**config.mk**
```make
export PLATFORM = sky130hd
export DESIGN_NAME = banked_regfile
export DESIGN_NICKNAME = d
export VERILOG_FILES = /design/src/rtl/banked_rf_pkg.sv /design/src/rtl/rf_rst_sync.sv /design/src/rtl/rf_bank_map.sv /design/src/rtl/rf_store.sv /design/src/rtl/rf_status_bank.sv /design/src/rtl/banked_regfile.sv
export SDC_FILE = /design/constraint.sdc
export NUM_CORES = 2
export LEC_CHECK = 0
export BUFFER_PORTS_ARGS = -buffer_cell sky130_fd_sc_hd__buf_2
export CORE_ASPECT_RATIO = 1.4
export CORE_UTILIZATION = 35
export DETAILED_ROUTE_END_ITERATION = 6
export GPL_TIMING_DRIVEN = 0
export PLACE_DENSITY = 0.55
export SETUP_SLACK_MARGIN = 0.3
export SLEW_MARGIN = 20
export SYNTH_ARGS = -nofsm -noshare
export SYNTH_HDL_FRONTEND = slang
export SYNTH_SLANG_ARGS = --single-unit
```
**constraint.sdc**
```tcl
create_clock -name clk -period 40 [get_ports clk]
set_input_delay 4 -clock clk [delete_from_list [all_inputs] [get_ports clk]]
set_output_delay 4 -clock clk [all_outputs]
set_load 0.03 [all_outputs]
```
**src/rtl/banked_rf_pkg.sv**
```systemverilog
package banked_rf_pkg;

  localparam int MODE_W   = 5;
  localparam int IDX_W    = 4;
  localparam int SHARED_N = 8;   // never-banked low registers
  localparam int HIGH_N   = 5;   // registers 8..12
  localparam int EXC_N    = 5;   // modes with own stack/link/status
  localparam int SP_IDX   = 13;
  localparam int PC_IDX   = 15;

  localparam int FIQ_HI_BASE = SHARED_N + HIGH_N;
  localparam int BANK_BASE   = SHARED_N + 2 * HIGH_N;
  localparam int PHYS_N      = BANK_BASE + 2 * (EXC_N + 1);
  localparam int PHYS_AW     = $clog2(PHYS_N);
  localparam int SLOT_W      = $clog2(EXC_N + 1);

  typedef enum logic [MODE_W-1:0] {
    MODE_USR = 5'h10,
    MODE_FIQ = 5'h11,
    MODE_IRQ = 5'h12,
    MODE_SVC = 5'h13,
    MODE_ABT = 5'h17,
    MODE_UND = 5'h1B,
    MODE_SYS = 5'h1F
  } cpu_mode_e;

  localparam logic [SLOT_W-1:0] SLOT_NONE = SLOT_W'(0);
  localparam logic [SLOT_W-1:0] SLOT_SVC  = SLOT_W'(1);
  localparam logic [SLOT_W-1:0] SLOT_ABT  = SLOT_W'(2);
  localparam logic [SLOT_W-1:0] SLOT_UND  = SLOT_W'(3);
  localparam logic [SLOT_W-1:0] SLOT_IRQ  = SLOT_W'(4);
  localparam logic [SLOT_W-1:0] SLOT_FIQ  = SLOT_W'(5);

  // Bank slot of a mode; user, system and unlisted codes share slot 0.
  function automatic logic [SLOT_W-1:0] bank_slot(input logic [MODE_W-1:0] m);
    case (m)
      MODE_SVC: bank_slot = SLOT_SVC;
      MODE_ABT: bank_slot = SLOT_ABT;
      MODE_UND: bank_slot = SLOT_UND;
      MODE_IRQ: bank_slot = SLOT_IRQ;
      MODE_FIQ: bank_slot = SLOT_FIQ;
      default:  bank_slot = SLOT_NONE;
    endcase
  endfunction

endpackage

```
**src/rtl/rf_rst_sync.sv**
```systemverilog
module rf_rst_sync (
  input  logic clk,
  input  logic rst_n,
  output logic rst_sync_n
);
  logic [1:0] sync_q;
  logic [1:0] sync_d;

  always_comb sync_d = {sync_q[0], 1'b1};

  always_ff @(posedge clk or negedge rst_n) begin
    if (!rst_n) sync_q <= '0;
    else        sync_q <= sync_d;
  end

  assign rst_sync_n = sync_q[1];
endmodule

```
**src/rtl/rf_bank_map.sv**
```systemverilog
module rf_bank_map
  import banked_rf_pkg::*;
(
  input  logic [MODE_W-1:0]  mode_i,
  input  logic [IDX_W-1:0]   idx_i,
  output logic [PHYS_AW-1:0] phys_o,
  output logic               pc_sel_o
);
  logic [SLOT_W-1:0] slot;
  int unsigned       idx_n;

  assign slot  = bank_slot(mode_i);
  assign idx_n = int'(idx_i);

  always_comb begin
    phys_o   = '0;
    pc_sel_o = 1'b0;
    if (idx_n < SHARED_N) begin
      phys_o = PHYS_AW'(idx_n);
    end else if (idx_n < SHARED_N + HIGH_N) begin
      if (slot == SLOT_FIQ) phys_o = PHYS_AW'(FIQ_HI_BASE + idx_n - SHARED_N);
      else                  phys_o = PHYS_AW'(idx_n);
    end else if (idx_n == PC_IDX) begin
      pc_sel_o = 1'b1;
    end else begin
      phys_o = PHYS_AW'(BANK_BASE + 2 * int'(slot) + idx_n - SP_IDX);
    end
  end
endmodule

```
**src/rtl/rf_store.sv**
```systemverilog
module rf_store #(
  parameter int DATA_W = 32,
  parameter int DEPTH  = 30,
  parameter int AW     = 5
) (
  input  logic              clk,
  input  logic              rst_n,
  input  logic              we_i,
  input  logic [AW-1:0]     waddr_i,
  input  logic [DATA_W-1:0] wdata_i,
  input  logic [AW-1:0]     ra_addr_i,
  input  logic [AW-1:0]     rb_addr_i,
  output logic [DATA_W-1:0] ra_data_o,
  output logic [DATA_W-1:0] rb_data_o
);
  logic [DATA_W-1:0] mem_q [DEPTH];
  logic [DATA_W-1:0] mem_d [DEPTH];
  logic [DEPTH-1:0]  row_en;

  for (genvar i = 0; i < DEPTH; i++) begin : g_row
    assign row_en[i] = we_i && (int'(waddr_i) == i);

    always_comb mem_d[i] = wdata_i;

    always_ff @(posedge clk or negedge rst_n) begin
      if (!rst_n)         mem_q[i] <= '0;
      else if (row_en[i]) mem_q[i] <= mem_d[i];
    end
  end

  assign ra_data_o = (int'(ra_addr_i) < DEPTH) ? mem_q[ra_addr_i] : '0;
  assign rb_data_o = (int'(rb_addr_i) < DEPTH) ? mem_q[rb_addr_i] : '0;


  write_lands_chk: assert property (@(posedge clk) disable iff (!rst_n)
    (we_i && int'(waddr_i) < DEPTH) |=> (mem_q[$past(waddr_i)] == $past(wdata_i)));


  idle_read_stable_chk: assert property (@(posedge clk) disable iff (!rst_n)
    !we_i |=> ((ra_addr_i != $past(ra_addr_i)) || $stable(ra_data_o)));
endmodule

```
**src/rtl/rf_status_bank.sv**
```systemverilog
module rf_status_bank
  import banked_rf_pkg::*;
#(
  parameter int SR_W = 32
) (
  input  logic              clk,
  input  logic              rst_n,
  input  logic [MODE_W-1:0] mode_i,
  input  logic              we_i,
  input  logic [SR_W-1:0]   wdata_i,
  output logic [SR_W-1:0]   rdata_o
);
  logic [SLOT_W-1:0]           slot;
  logic [EXC_N-1:0][SR_W-1:0]  sr_q;
  logic [EXC_N-1:0][SR_W-1:0]  sr_d;
  logic                        sr_en;

  assign slot  = bank_slot(mode_i);
  assign sr_en = we_i && (slot != SLOT_NONE);

  always_comb begin
    sr_d = sr_q;
    if (sr_en) sr_d[slot - SLOT_W'(1)] = wdata_i;
  end

  always_ff @(posedge clk or negedge rst_n) begin
    if (!rst_n)     sr_q <= '0;
    else if (sr_en) sr_q <= sr_d;
  end

  assign rdata_o = (slot != SLOT_NONE) ? sr_q[slot - SLOT_W'(1)] : '0;


  status_ignore_chk: assert property (@(posedge clk) disable iff (!rst_n)
    (we_i && (mode_i == MODE_USR || mode_i == MODE_SYS)) |=> $stable(sr_q));


  status_lands_chk: assert property (@(posedge clk) disable iff (!rst_n)
    (we_i && mode_i == MODE_IRQ) |=> (mode_i != MODE_IRQ || rdata_o == $past(wdata_i)));
endmodule

```
**src/rtl/banked_regfile.sv**
```systemverilog
module banked_regfile
  import banked_rf_pkg::*;
#(
  parameter int DATA_W = 32,
  parameter int SR_W   = 32
) (
  input  logic              clk,
  input  logic              rst_n,
  input  logic [4:0]        mode_i,
  input  logic [3:0]        ra_idx_i,
  output logic [DATA_W-1:0] ra_data_o,
  input  logic [3:0]        rb_idx_i,
  output logic [DATA_W-1:0] rb_data_o,
  input  logic              we_i,
  input  logic [3:0]        wa_idx_i,
  input  logic [DATA_W-1:0] wdata_i,
  input  logic [DATA_W-1:0] pc_i,
  output logic              branch_valid_o,
  output logic [DATA_W-1:0] branch_target_o,
  input  logic              sr_we_i,
  input  logic [SR_W-1:0]   sr_wdata_i,
  output logic [SR_W-1:0]   sr_rdata_o
);
  localparam int PORTS = 3;  // read A, read B, write

  logic                     rst_sync_n;
  logic [IDX_W-1:0]         port_idx  [PORTS];
  logic [PHYS_AW-1:0]       port_phys [PORTS];
  logic [PORTS-1:0]         port_pc;
  logic                     store_we;
  logic [DATA_W-1:0]        st_a, st_b;

  rf_rst_sync u_rst (
    .clk        (clk),
    .rst_n      (rst_n),
    .rst_sync_n (rst_sync_n)
  );

  assign port_idx[0] = ra_idx_i;
  assign port_idx[1] = rb_idx_i;
  assign port_idx[2] = wa_idx_i;

  for (genvar p = 0; p < PORTS; p++) begin : g_map
    rf_bank_map u_map (
      .mode_i   (mode_i),
      .idx_i    (port_idx[p]),
      .phys_o   (port_phys[p]),
      .pc_sel_o (port_pc[p])
    );
  end

  assign store_we        = we_i && !port_pc[2];
  assign branch_valid_o  = we_i && port_pc[2];
  assign branch_target_o = wdata_i;

  rf_store #(
    .DATA_W (DATA_W),
    .DEPTH  (PHYS_N),
    .AW     (PHYS_AW)
  ) u_store (
    .clk       (clk),
    .rst_n     (rst_sync_n),
    .we_i      (store_we),
    .waddr_i   (port_phys[2]),
    .wdata_i   (wdata_i),
    .ra_addr_i (port_phys[0]),
    .rb_addr_i (port_phys[1]),
    .ra_data_o (st_a),
    .rb_data_o (st_b)
  );

  assign ra_data_o = port_pc[0] ? pc_i : st_a;
  assign rb_data_o = port_pc[1] ? pc_i : st_b;

  rf_status_bank #(
    .SR_W (SR_W)
  ) u_status (
    .clk     (clk),
    .rst_n   (rst_sync_n),
    .mode_i  (mode_i),
    .we_i    (sr_we_i),
    .wdata_i (sr_wdata_i),
    .rdata_o (sr_rdata_o)
  );


  branch_no_store_chk: assert property (@(posedge clk) disable iff (!rst_sync_n)
    branch_valid_o |-> !store_we);


  shared_map_chk: assert property (@(posedge clk) disable iff (!rst_sync_n)
    (int'(wa_idx_i) < SHARED_N) |-> (int'(port_phys[2]) == int'(wa_idx_i)));


  fiq_high_map_chk: assert property (@(posedge clk) disable iff (!rst_sync_n)
    (mode_i == MODE_FIQ && wa_idx_i >= 4'd8 && wa_idx_i <= 4'd12)
      |-> (int'(port_phys[2]) >= FIQ_HI_BASE && int'(port_phys[2]) < BANK_BASE));


  user_sys_pair_chk: assert property (@(posedge clk) disable iff (!rst_sync_n)
    (mode_i == MODE_SYS && wa_idx_i == 4'd13) |-> (int'(port_phys[2]) == BANK_BASE));
endmodule

```
==> flow_summary.ini <==
[detailed_routing]
met3_length_mm = 38.2
wire_per_inst_um = 38.4
drtPass1Iterations = 6
top_layer = met5
antenna_left = 0
wl_met2_mm = 153
vias_per_cell = 6.30
drcViolationCount = 0
num_vias = 59400
met1_length_mm = 124
drt_iter0_drc = 8040
drt_wl_total_mm = 362

[critical_path]
crit_start = mode_i[4]
worstReg2RegEnd = u_store.mem_q[945]
slowest_stage = o32ai_1
critPathMaxFanout = 14
rrSetupSlack_ns = 37.82
critical_path.endpoint = rb_data_o[19]
cp.required_ns = 36.00
critPathMostFrequentCell = clkbuf_1
endpoint_kind = primary output
worstSetupPathType = primary input to primary output
rr_worst_depth = 5
path_cells = buf_2 -> nor2b_1 -> and3_1 -> clkbuf_1 -> clkbuf_1 -> buf_1 -> ha_1 -> clkbuf_1 -> inv_1 -> ha_1 -> fa_1 -> a311oi_1 -> o211ai_1 -> clkbuf_1 -> nand3_1 -> clkbuf_1 -> a21oi_1 -> o32ai_1 -> nand3_1 -> and3_1 -> buf_2
slowest_delay_ns = 1.14
critical_path_arrival_ns = 13.16
crit_path_start_kind = primary input
r2r_start = u_rst.sync_q[1]

[floorplan]
core_um2 = 177000
core.rowCount = 183
start_util_pct = 35.2
die_w_um = 359
io_pins = 246
die_h_um = 502
dieArea_um2 = 180000

[final_layout]
syn_to_final_growth_pct = 15.3
most-common-layout-cells = nand2_1, dfrtp_1, mux2_2
layout_commonest_cell = nand2_1
drive_above_1_share_pct = 26.9
final_nets = 7141

[logic_synthesis]
synth-seq-cells = 1122
ys_seq_area_share_pct = 45.0
avgSynthCellArea_um2 = 9.46
synthCells = 6605
synth_edf_count = 0
syn-num-nets = 6753
yosysUniqueCellTypes = 74
synthTopCellsByArea = dfrtp_1, mux2_2, nand2_1
synth_top_flop_cell = dfrtp_1
yosysTopAreaCell = dfrtp_1
synth_top_area_share_pct = 45.0
synth_warnings = 0
ys_async_sr_fraction_pct = 100
synth.cell_area_um2 = 62500

[sta]
timing_hold_violations_final = 0
finalCritPeriodShare_pct = 42.9
finalWorstSetupSlack_ns = 22.84
fmax_mhz = 58.3
setup_violations = 0
skew_ns = 0.0477
rsz0062_at_grt = false
holdWs_ns = 0.231
worst_slew_pin_slew_ns = 1.61
slew_headroom_pct = -7.87
drv_slew = 5
min_period_ns = 17.16

[clocking]
post_cts_resized = 0
cts_tree = done
cts_buffers = 132
cts_hold_buf = 0
htreeDepth = 4
cts.sink_count = 1122
insertion_delay_ns = 0.85
post-cts-setup-buffer-count = 0
clock_path_buffers = 3
ctsRootBufferMaster = clkbuf_16
clk_pin_slew_ns = 0.06

[global_routing]
grt_pass1_vias = 57500
grt_overflow = 0
grt_max_degree = 59
grt_use_total_pct = 39.7
antenna_found_initial = 44
grt_pass1_wl_mm = 487

[power_and_ir_drop]
ir_drop_mv = 0.0492
powerDensity_nw_per_um2 = 55.8
p_seq_share_pct = 40.3
comb_power_share_pct = 28.7
switching_power_mw = 1.51
clkPwrFrac_pct = 31.0
power_leakage_nw = 32.1
intPower_mw = 2.50
swShare_pct = 37.7

[placed_design]
place_hpwl_mm = 268
port_buffers = 213
place_congestion = 1.11
dp_slack_ns = 23.62

[run_status]
violations = max-capacitance violations, max-slew violations
status = finished, violations left

[job]
maxCapViolations = 1

[hold_path]
hold_class = register to asynchronous set/reset pin
worst min-delay path by stage:
stage	start	endpoint	cells after the start
final	u_rst.sync_q[1]	u_status.sr_q[93]	0
after global routing	u_rst.sync_q[1]	u_status.sr_q[93]	0
after CTS	u_rst.sync_q[1]	u_status.sr_q[91]	0
after detailed placement	u_rst.sync_q[1]	u_status.sr_q[29]	0
after global placement	u_rst.sync_q[0]	u_rst.sync_q[1]	0
after floorplan	u_rst.sync_q[0]	u_rst.sync_q[1]	0
power groups by stage:
stage / logic, mW / clock network, mW / registers, mW
final: 1.15 / 1.25 / 1.62
after global routing: 1.19 / 1.29 / 1.64
after CTS: 1.09 / 1.25 / 1.60
after detailed placement: 1.09 / 0 / 1.62
after global placement: 1.04 / 0 / 1.64
after floorplan: 0.659 / 0 / 1.57
worst max-delay path, delay by kind of cell:
family | cells | cell delay [ns]
simple gates | 5 | 2.21
buf+inv | 9 | 3.68
compound gates | 4 | 2.19
fa+ha+maj | 3 | 1.02
per-stage QoR:
step	util, %	area, µm²	total power, mW	instances	setup TNS, ns
finish	40.6	72000	4.02	9433	0
global route	40.6	72000	4.13	9421	0
CTS	40.4	71700	3.95	9397	0
detailed placement	38.0	67400	2.71	9163	0
global placement	37.4	66400	2.68	9130	-9950.07
floorplan	-	62500	2.23	6605	0
registers in the layout, summed over array words and instances (netlist names):
register / count
u_rst.sync_q: 2
u_status.sr_q: 160
u_store.mem_q: 960
cell usage after synthesis, types with 20 or more instances:
master and number:
a32oi_1 56, a211oi_1 32, a22oi_1 33, buf_2 189, o2111ai_1 38, dfrtp_1 1122
o21ai_0 56, a31oi_1 75, nor2_1 58, nor4_1 20, o22ai_1 61, and3_1 76
nand4_1 79, o32ai_1 48, mux2i_1 149, ha_1 28, mux2_2 1106, inv_1 20
nand3_1 731, clkbuf_1 337, buf_4 53, a21oi_1 276, nand2_1 1731, buf_1 56
area by class of cell:
type                            instances  area, µm²
Timing Repair Buffer                  254       1890
Tap cell                             2312       2890
Multi-Input combinational cell       4824      31800
Antenna cell                           28       70.1
Clock buffer                          195       3910
Buffer                                639       2920
Clock inverter                         39        400
Fill cell                           17800     105000
Sequential cell                      1122      28100
Inverter                               20       75.1
routing by layer:
metal  global-route usage [%]  vias up
li1                         -    24000
met1                     43.6    29900
met2                     58.3     4124
met3                     12.9     1347
met4                     42.4       28
met5                        0        -
logic make-up after synthesis:
logic type	after synthesis	synth area share, %
flops	1122	45.0
simple gates	2753	19.0
xor+xnor	12	0.192
mux	1269	22.6
compound gates	758	7.95
buf+inv	659	4.71
fa+ha+maj	31	0.657
other cells	1	0.00600
Power figures use the tool's default switching activity.
